==> src/rtl/prg_bank_pkg.sv <==
package prg_bank_pkg;

    localparam logic [15:0] ADDR_LO_WIN  = 16'h8010;
    localparam logic [15:0] ADDR_HI_WIN  = 16'hA010;
    localparam logic [15:0] ADDR_MIRROR  = 16'h9400;

    typedef enum logic [1:0] {
        MIR_VERT   = 2'd0,
        MIR_HORZ   = 2'd1,
        MIR_ONE_LO = 2'd2,
        MIR_ONE_HI = 2'd3
    } mirror_e;

endpackage

==> src/rtl/prg_wr_decode.sv <==
module prg_wr_decode
    import prg_bank_pkg::*;
#(
    parameter int ADDR_W = 16
) (
    input  logic              wr_en,
    input  logic [ADDR_W-1:0] wr_addr,
    output logic [1:0]        hit_bank,
    output logic              hit_mirror
);

    always_comb begin
        hit_bank[0] = wr_en && (wr_addr == ADDR_W'(ADDR_LO_WIN));
        hit_bank[1] = wr_en && (wr_addr == ADDR_W'(ADDR_HI_WIN));
        hit_mirror  = wr_en && (wr_addr == ADDR_W'(ADDR_MIRROR));
    end

endmodule

==> src/rtl/prg_bank_fold.sv <==
module prg_bank_fold #(
    parameter int DATA_W     = 8,
    parameter int BANK_COUNT = 24,
    parameter int BANK_W     = 5
) (
    input  logic [DATA_W-1:0] raw,
    output logic [BANK_W-1:0] folded
);

    localparam int WIDE_W = 32;

    logic [WIDE_W-1:0] raw_wide;

    always_comb begin
        raw_wide = WIDE_W'(raw);
        folded   = BANK_W'(raw_wide % WIDE_W'(BANK_COUNT));
    end

endmodule

==> src/rtl/prg_bank_mirror_ctrl.sv <==
module prg_bank_mirror_ctrl
    import prg_bank_pkg::*;
#(
    parameter int  BANK_COUNT = 24,
    parameter int  ADDR_W     = 16,
    parameter int  DATA_W     = 8,
    localparam int BANK_W     = $clog2(BANK_COUNT)
) (
    input  logic              clk,
    input  logic              rst_n,
    input  logic              wr_en,
    input  logic [ADDR_W-1:0] wr_addr,
    input  logic [DATA_W-1:0] wr_data,
    output logic [BANK_W-1:0] bank_win0,
    output logic [BANK_W-1:0] bank_win1,
    output logic [BANK_W-1:0] bank_win2,
    output logic [BANK_W-1:0] bank_win3,
    output logic [1:0]        mirror_sel
);

    localparam int N_SW = 2;
    localparam logic [BANK_W-1:0] FIXED_PENULT = BANK_W'(BANK_COUNT - 2);
    localparam logic [BANK_W-1:0] FIXED_LAST   = BANK_W'(BANK_COUNT - 1);

    typedef struct packed {
        logic [N_SW-1:0][BANK_W-1:0] win;
        mirror_e                     mir;
    } regs_t;

    localparam regs_t REGS_RST = '{win: {BANK_W'(1), BANK_W'(0)}, mir: MIR_VERT};

    logic [N_SW-1:0]             hit_bank;
    logic                        hit_mirror;
    logic [N_SW-1:0][BANK_W-1:0] folded;
    regs_t                       regs_d, regs_q;

    prg_wr_decode #(.ADDR_W(ADDR_W)) u_dec (
        .wr_en      (wr_en),
        .wr_addr    (wr_addr),
        .hit_bank   (hit_bank),
        .hit_mirror (hit_mirror)
    );

    for (genvar gi = 0; gi < N_SW; gi++) begin : g_fold
        prg_bank_fold #(
            .DATA_W     (DATA_W),
            .BANK_COUNT (BANK_COUNT),
            .BANK_W     (BANK_W)
        ) u_fold (
            .raw    (wr_data),
            .folded (folded[gi])
        );
    end

    always_comb begin
        regs_d = regs_q;
        for (int i = 0; i < N_SW; i++) begin
            if (hit_bank[i]) begin
                regs_d.win[i] = folded[i];
            end
        end
        if (hit_mirror) begin
            regs_d.mir = mirror_e'(wr_data[1:0]);
        end
    end

    always_ff @(posedge clk or negedge rst_n) begin
        if (!rst_n) begin
            regs_q <= REGS_RST;
        end else begin
            regs_q <= regs_d;
        end
    end

    assign bank_win0  = regs_q.win[0];
    assign bank_win1  = regs_q.win[1];
    assign bank_win2  = FIXED_PENULT;
    assign bank_win3  = FIXED_LAST;
    assign mirror_sel = regs_q.mir;

endmodule

==> config.mk <==
export PLATFORM = sky130hd
export DESIGN_NAME = prg_bank_mirror_ctrl
export DESIGN_NICKNAME = d
export VERILOG_FILES = /design/src/rtl/prg_bank_pkg.sv /design/src/rtl/prg_wr_decode.sv /design/src/rtl/prg_bank_fold.sv /design/src/rtl/prg_bank_mirror_ctrl.sv
export SDC_FILE = /design/constraint.sdc
export NUM_CORES = 1
export LEC_CHECK = 0
export BUFFER_PORTS_ARGS = -buffer_cell sky130_fd_sc_hd__buf_2
export CAP_MARGIN = 20
export CELL_PAD_IN_SITES_DETAIL_PLACEMENT = 1
export CELL_PAD_IN_SITES_GLOBAL_PLACEMENT = 2
export CORE_MARGIN = 8
export CORE_UTILIZATION = 22
export CTS_CLUSTER_DIAMETER = 50
export CTS_CLUSTER_SIZE = 24
export DETAILED_ROUTE_END_ITERATION = 10
export PLACE_DENSITY_LB_ADDON = 0.1
export SETUP_SLACK_MARGIN = 0.1
export SLEW_MARGIN = 20
export SYNTH_ARGS = -nofsm -noshare
export SYNTH_HDL_FRONTEND = slang
export SYNTH_SLANG_ARGS = --single-unit
==> constraint.sdc <==
create_clock -name clk -period 0.8 [get_ports clk]
set_input_delay 0.04 -clock clk [delete_from_list [all_inputs] [get_ports clk]]
set_output_delay 0.04 -clock clk [all_outputs]
set_load 0.005 [all_outputs]
==> impl_results.html <==
<table>
<tr><th>Metric</th><th>Value</th></tr>
<tr><th colspan="2">Critical path</th></tr>
<tr><td>Highest net fanout along the worst path</td><td>2</td></tr>
<tr><td>Critical path endpoint category</td><td>flop</td></tr>
<tr><td>Crit path DAT</td><td>1450 ps</td></tr>
<tr><td>Type of the setup path with the least slack</td><td>in -&gt; reg</td></tr>
<tr><td>Kind of start point of the critical path</td><td>input port</td></tr>
<tr><td>Crit-path cells</td><td>buf_8 &gt; ha_4 &gt; or3b_4 &gt; a21boi_2 &gt; o211ai_1 &gt; mux2i_1 &gt; mux2_2</td></tr>
<tr><td>Cell with the largest stage delay on the worst path</td><td>sky130_fd_sc_hd__or3b_4</td></tr>
<tr><td>Critical path data required time</td><td>980 ps</td></tr>
<tr><td>Stage delay of the slowest cell on the critical path</td><td>390 ps</td></tr>
<tr><th colspan="2">Logic synthesis</th></tr>
<tr><td>Simple-gate area share of the yosys netlist</td><td>24.0%</td></tr>
<tr><td>Fraction of the yosys area taken by sequential cells</td><td>32.8%</td></tr>
<tr><td>Multiplexer share of the synthesized area</td><td>16.6%</td></tr>
<tr><td>Count of flip-flops with a built-in enable after synthesis</td><td>0</td></tr>
<tr><td>Ys async rst share</td><td>100%</td></tr>
<tr><td>Largest area contributor in the synthesized netlist</td><td>sky130_fd_sc_hd__dfrtp_1</td></tr>
<tr><td>Ys Warns</td><td>0</td></tr>
<tr><td>Share of the synthesized area in the top cell type</td><td>30.0%</td></tr>
<tr><td>Most frequent cells after synthesis</td><td>sky130_fd_sc_hd__buf_4, sky130_fd_sc_hd__dfrtp_1, sky130_fd_sc_hd__nor2_1</td></tr>
<tr><td>Share of the synthesized area in compound gates (AO/OA/AOI/OAI)</td><td>11.0%</td></tr>
<tr><td>Post-synthesis cell count</td><td>89</td></tr>
<tr><td>Dominant synthesized flop cell</td><td>sky130_fd_sc_hd__dfrtp_1</td></tr>
<tr><td>Mean Syn Cell Area</td><td>10.3 sq um</td></tr>
<tr><td>Number of different library cells in the post-synthesis netlist</td><td>42</td></tr>
<tr><td>Cell area after technology mapping</td><td>918 sq um</td></tr>
<tr><td>Xor and xnor area share after synthesis</td><td>0.954%</td></tr>
<tr><td>Adder-cell share of the synthesized area</td><td>1.36%</td></tr>
<tr><td>Leading cell types by total area after synthesis</td><td>sky130_fd_sc_hd__dfrtp_1, sky130_fd_sc_hd__buf_4, sky130_fd_sc_hd__mux2_1</td></tr>
<tr><td>Main combinational cell family by area after synthesis</td><td>simple AND/OR/NAND/NOR gates</td></tr>
<tr><td>Number of register bits inferred by synthesis</td><td>12</td></tr>
<tr><th colspan="2">Timing</th></tr>
<tr><td>Final number of setup-violating endpoints</td><td>15</td></tr>
<tr><td>Minimum setup slack in the final design</td><td>-469 ps</td></tr>
<tr><td>Max frequency</td><td>788 MHz</td></tr>
<tr><td>RSZ-0062 raised after global routing</td><td>yes</td></tr>
<tr><td>Accumulated negative setup slack</td><td>-5250 ps</td></tr>
<tr><td>Min Tclk post-route</td><td>1270 ps</td></tr>
<tr><td>Count of pins over their slew limit</td><td>0</td></tr>
<tr><td>Number of failing hold endpoints at the final stage</td><td>0</td></tr>
<tr><td>Clk_skew</td><td>0 ps</td></tr>
<tr><td>Share of the clock period used by the worst path</td><td>159%</td></tr>
<tr><th colspan="2">Power and ir drop</th></tr>
<tr><td>Power consumption</td><td>1.65 mW</td></tr>
<tr><td>Worst-case vdd ir drop</td><td>0.000591 V</td></tr>
<tr><td>Reported leakage power</td><td>0.712 nW</td></tr>
<tr><td>Cell area power density</td><td>1140 nW/um^2</td></tr>
<tr><th colspan="2">Floorplan</th></tr>
<tr><td>Placement row count</td><td>23</td></tr>
<tr><td>Io pins</td><td>49</td></tr>
<tr><td>Placeable Area</td><td>4000 sq um</td></tr>
<tr><td>Horizontal die dimension</td><td>80.6 um</td></tr>
<tr><td>Die extent in y</td><td>80.6 um</td></tr>
<tr><td>Effective utilization at floorplan</td><td>23.0%</td></tr>
<tr><td>Total Die Area</td><td>6500 sq um</td></tr>
<tr><th colspan="2">Cells and area</th></tr>
<tr><td>Layout overhead on the synthesized area</td><td>57.9%</td></tr>
<tr><td>Number of nets in the layout</td><td>171</td></tr>
<tr><td>Share of layout cells above drive strength 1</td><td>62.0%</td></tr>
<tr><td>Register area</td><td>302 sq um</td></tr>
<tr><td>Antenna Cells</td><td>0</td></tr>
<tr><td>Area taken by multi-input logic gates</td><td>646 sq um</td></tr>
<tr><td>Fillers</td><td>460</td></tr>
<tr><th colspan="2">Global routing</th></tr>
<tr><td>Total global routing track utilization</td><td>8.96%</td></tr>
<tr><td>First-pass GRT wire length</td><td>4690 um</td></tr>
<tr><td>Initial antenna violation count</td><td>0</td></tr>
<tr><td>Pin count of the biggest net entering global routing</td><td>13</td></tr>
<tr><td>Overflow after GRT</td><td>0</td></tr>
<tr><td>Number of global-route vias before repair</td><td>965</td></tr>
<tr><th colspan="2">Detailed routing</th></tr>
<tr><td>Detailed-route via count</td><td>843</td></tr>
<tr><td>DRC violations left</td><td>0</td></tr>
<tr><td>1st-iter DRT viols</td><td>36</td></tr>
<tr><td>Count of antenna-violating nets left after detailed routing</td><td>0</td></tr>
<tr><td>Detailed-routing iteration count for the pre-antenna-repair pass</td><td>2</td></tr>
<tr><td>Wire length per cell</td><td>14.5 um</td></tr>
<tr><td>Vias per std cell</td><td>4.39</td></tr>
<tr><td>Final routed wirelength across all metal layers</td><td>2790 um</td></tr>
<tr><th colspan="2">Clock tree</th></tr>
<tr><td>Number of buffers inserted during clock tree synthesis</td><td>3</td></tr>
<tr><td>Clk slew on worst S/H paths</td><td>50 ps</td></tr>
<tr><td>Worst skew pair latency</td><td>240 ps</td></tr>
<tr><td>Clock Root Buffer</td><td>sky130_fd_sc_hd__clkbuf_8</td></tr>
<tr><td>Worst-case clock buffer depth</td><td>2</td></tr>
<tr><td>TritonCTS clock tree</td><td>done</td></tr>
<tr><td>Clock sinks</td><td>12</td></tr>
<tr><td>Htree depth</td><td>1</td></tr>
<tr><th colspan="2">Placed design</th></tr>
<tr><td>Final HPWL DP</td><td>2210 um</td></tr>
<tr><td>Quantity of I/O buffers inserted on ports</td><td>38</td></tr>
<tr><td>Final Wtd Congestion</td><td>0.775</td></tr>
<tr><th colspan="2">Status</th></tr>
<tr><td>Violations in the final reports</td><td>negative setup slack</td></tr>
<tr><td>Outcome</td><td>complete, but fails checks</td></tr>
<tr><th colspan="2">Job</th></tr>
<tr><td>Count of maximum capacitance violations</td><td>0</td></tr>
<tr><th colspan="2">Min path</th></tr>
<tr><td>Worst hold path type</td><td>in -&gt; reg</td></tr>
</table>
[kinds of logic (layout without fill, tap and decap cells)]
| kind of cell | Yosys count | after routing |
|---|---|---|
| other | 2 | 10 |
| muxes | 13 | 13 |
| and+or+nand+nor | 30 | 30 |
| xor gates and xnor gates | 1 | 1 |
| buffers and inverters | 17 | 62 |
| AOI/OAI and AO/OA | 13 | 13 |
| DFF | 12 | 12 |
| adders and majority gates | 1 | 1 |
[report_power, final]
part,internal (mW),switching (mW)
Combinational,0.195,0.189
Clock,0.435,0.227
Sequential,0.608,0.000110
[repair_timing]
item,CTS,global route
pin swaps,10,6
buffers inserted,2,0
resized for setup,30,4
hold endpoints to repair,12,0
hold buffers,1,0
endpoints found under the setup margin,24,24
[worst max-delay path, delay by kind of cell]
| family | cells | cell delay (ps) |
|---|---|---|
| AO/OA/AOI/OAI | 2 | 280 |
| adder cells (fa/ha/maj) | 1 | 240 |
| buffers and inverters | 1 | 100 |
| multiplexers | 2 | 390 |
| AND/OR/NAND/NOR | 1 | 390 |
[path summary, 6_finish.rpt]
kind | startpoint | end | slack [ps] | cells after the start
max in group asynchronous | rst_n | bank_win1[0] | 310 | 2
worst max-delay path | wr_data[7] | bank_win1[4] | -470 | 7
worst min register to register | bank_win0[4] | bank_win0[4] | 500 | 1
min in group asynchronous | rst_n | bank_win1[3] | 220 | 2
worst min-delay path | wr_data[2] | bank_win1[2] | 50 | 2
worst max register to register | bank_win0[0] | bank_win0[0] | 30 | 1
[layer usage]
layer / global-route usage, % / vias up / part of all wire, %
met5: 0 / - / 0
met4: 2.73 / 0 / 0.90
met3: 2.79 / 2 / 9.2
met2: 13.7 / 34 / 46
met1: 11.6 / 400 / 44
li1: - / 407 / -
[through the flow]
stage               area, sq um  cells  setup slack (ps)  utilization [%]  hold WS (ps)
global route               1450    192              -545             36.3          53.7
floorplan                   975     97              -872                -          -256
CTS                        1430    192              -511             35.7          40.6
finish                     1450    192              -469             36.3          50.2
global placement           1220    185              -849             30.6         -70.8
detailed placement         1220    185              -860             30.6         -60.5
[registers in the layout, indices dropped and copies added (netlist names)]
register,cells
bank_win0,5
bank_win1,5
mirror_sel,2
[placed cells by master, fill, tap and decap left out, types with 2 or more instances in the layout]
| master | instances |
|---|---|
| sky130_fd_sc_hd__nor4_4 | 3 |
| sky130_fd_sc_hd__nor2_1 | 4 |
| sky130_fd_sc_hd__dfrtp_1 | 11 |
| sky130_fd_sc_hd__nand4_1 | 2 |
| sky130_fd_sc_hd__buf_8 | 2 |
| sky130_fd_sc_hd__nor3_1 | 2 |
| sky130_fd_sc_hd__inv_1 | 3 |
| sky130_fd_sc_hd__nor3b_1 | 2 |
| sky130_fd_sc_hd__o211ai_1 | 2 |
| sky130_fd_sc_hd__nand2b_1 | 2 |
| sky130_fd_sc_hd__conb_1 | 10 |
| sky130_fd_sc_hd__clkbuf_8 | 4 |
| sky130_fd_sc_hd__buf_4 | 12 |
| sky130_fd_sc_hd__mux2_4 | 11 |
| sky130_fd_sc_hd__buf_2 | 33 |
| sky130_fd_sc_hd__nor2_2 | 2 |
| sky130_fd_sc_hd__nand2_1 | 3 |
| sky130_fd_sc_hd__buf_6 | 7 |
[final cells by class]
| type | instances | share of cell area (%) |
|---|---|---|
| clock buffers | 4 | 3.80 |
| inverters | 3 | 0.777 |
| multi-input cells | 68 | 44.5 |
| flip-flops and latches | 12 | 20.8 |
| well taps | 50 | 4.31 |
| repair buffers | 55 | 25.8 |
Note: power is estimated with default switching activity, not from simulation.
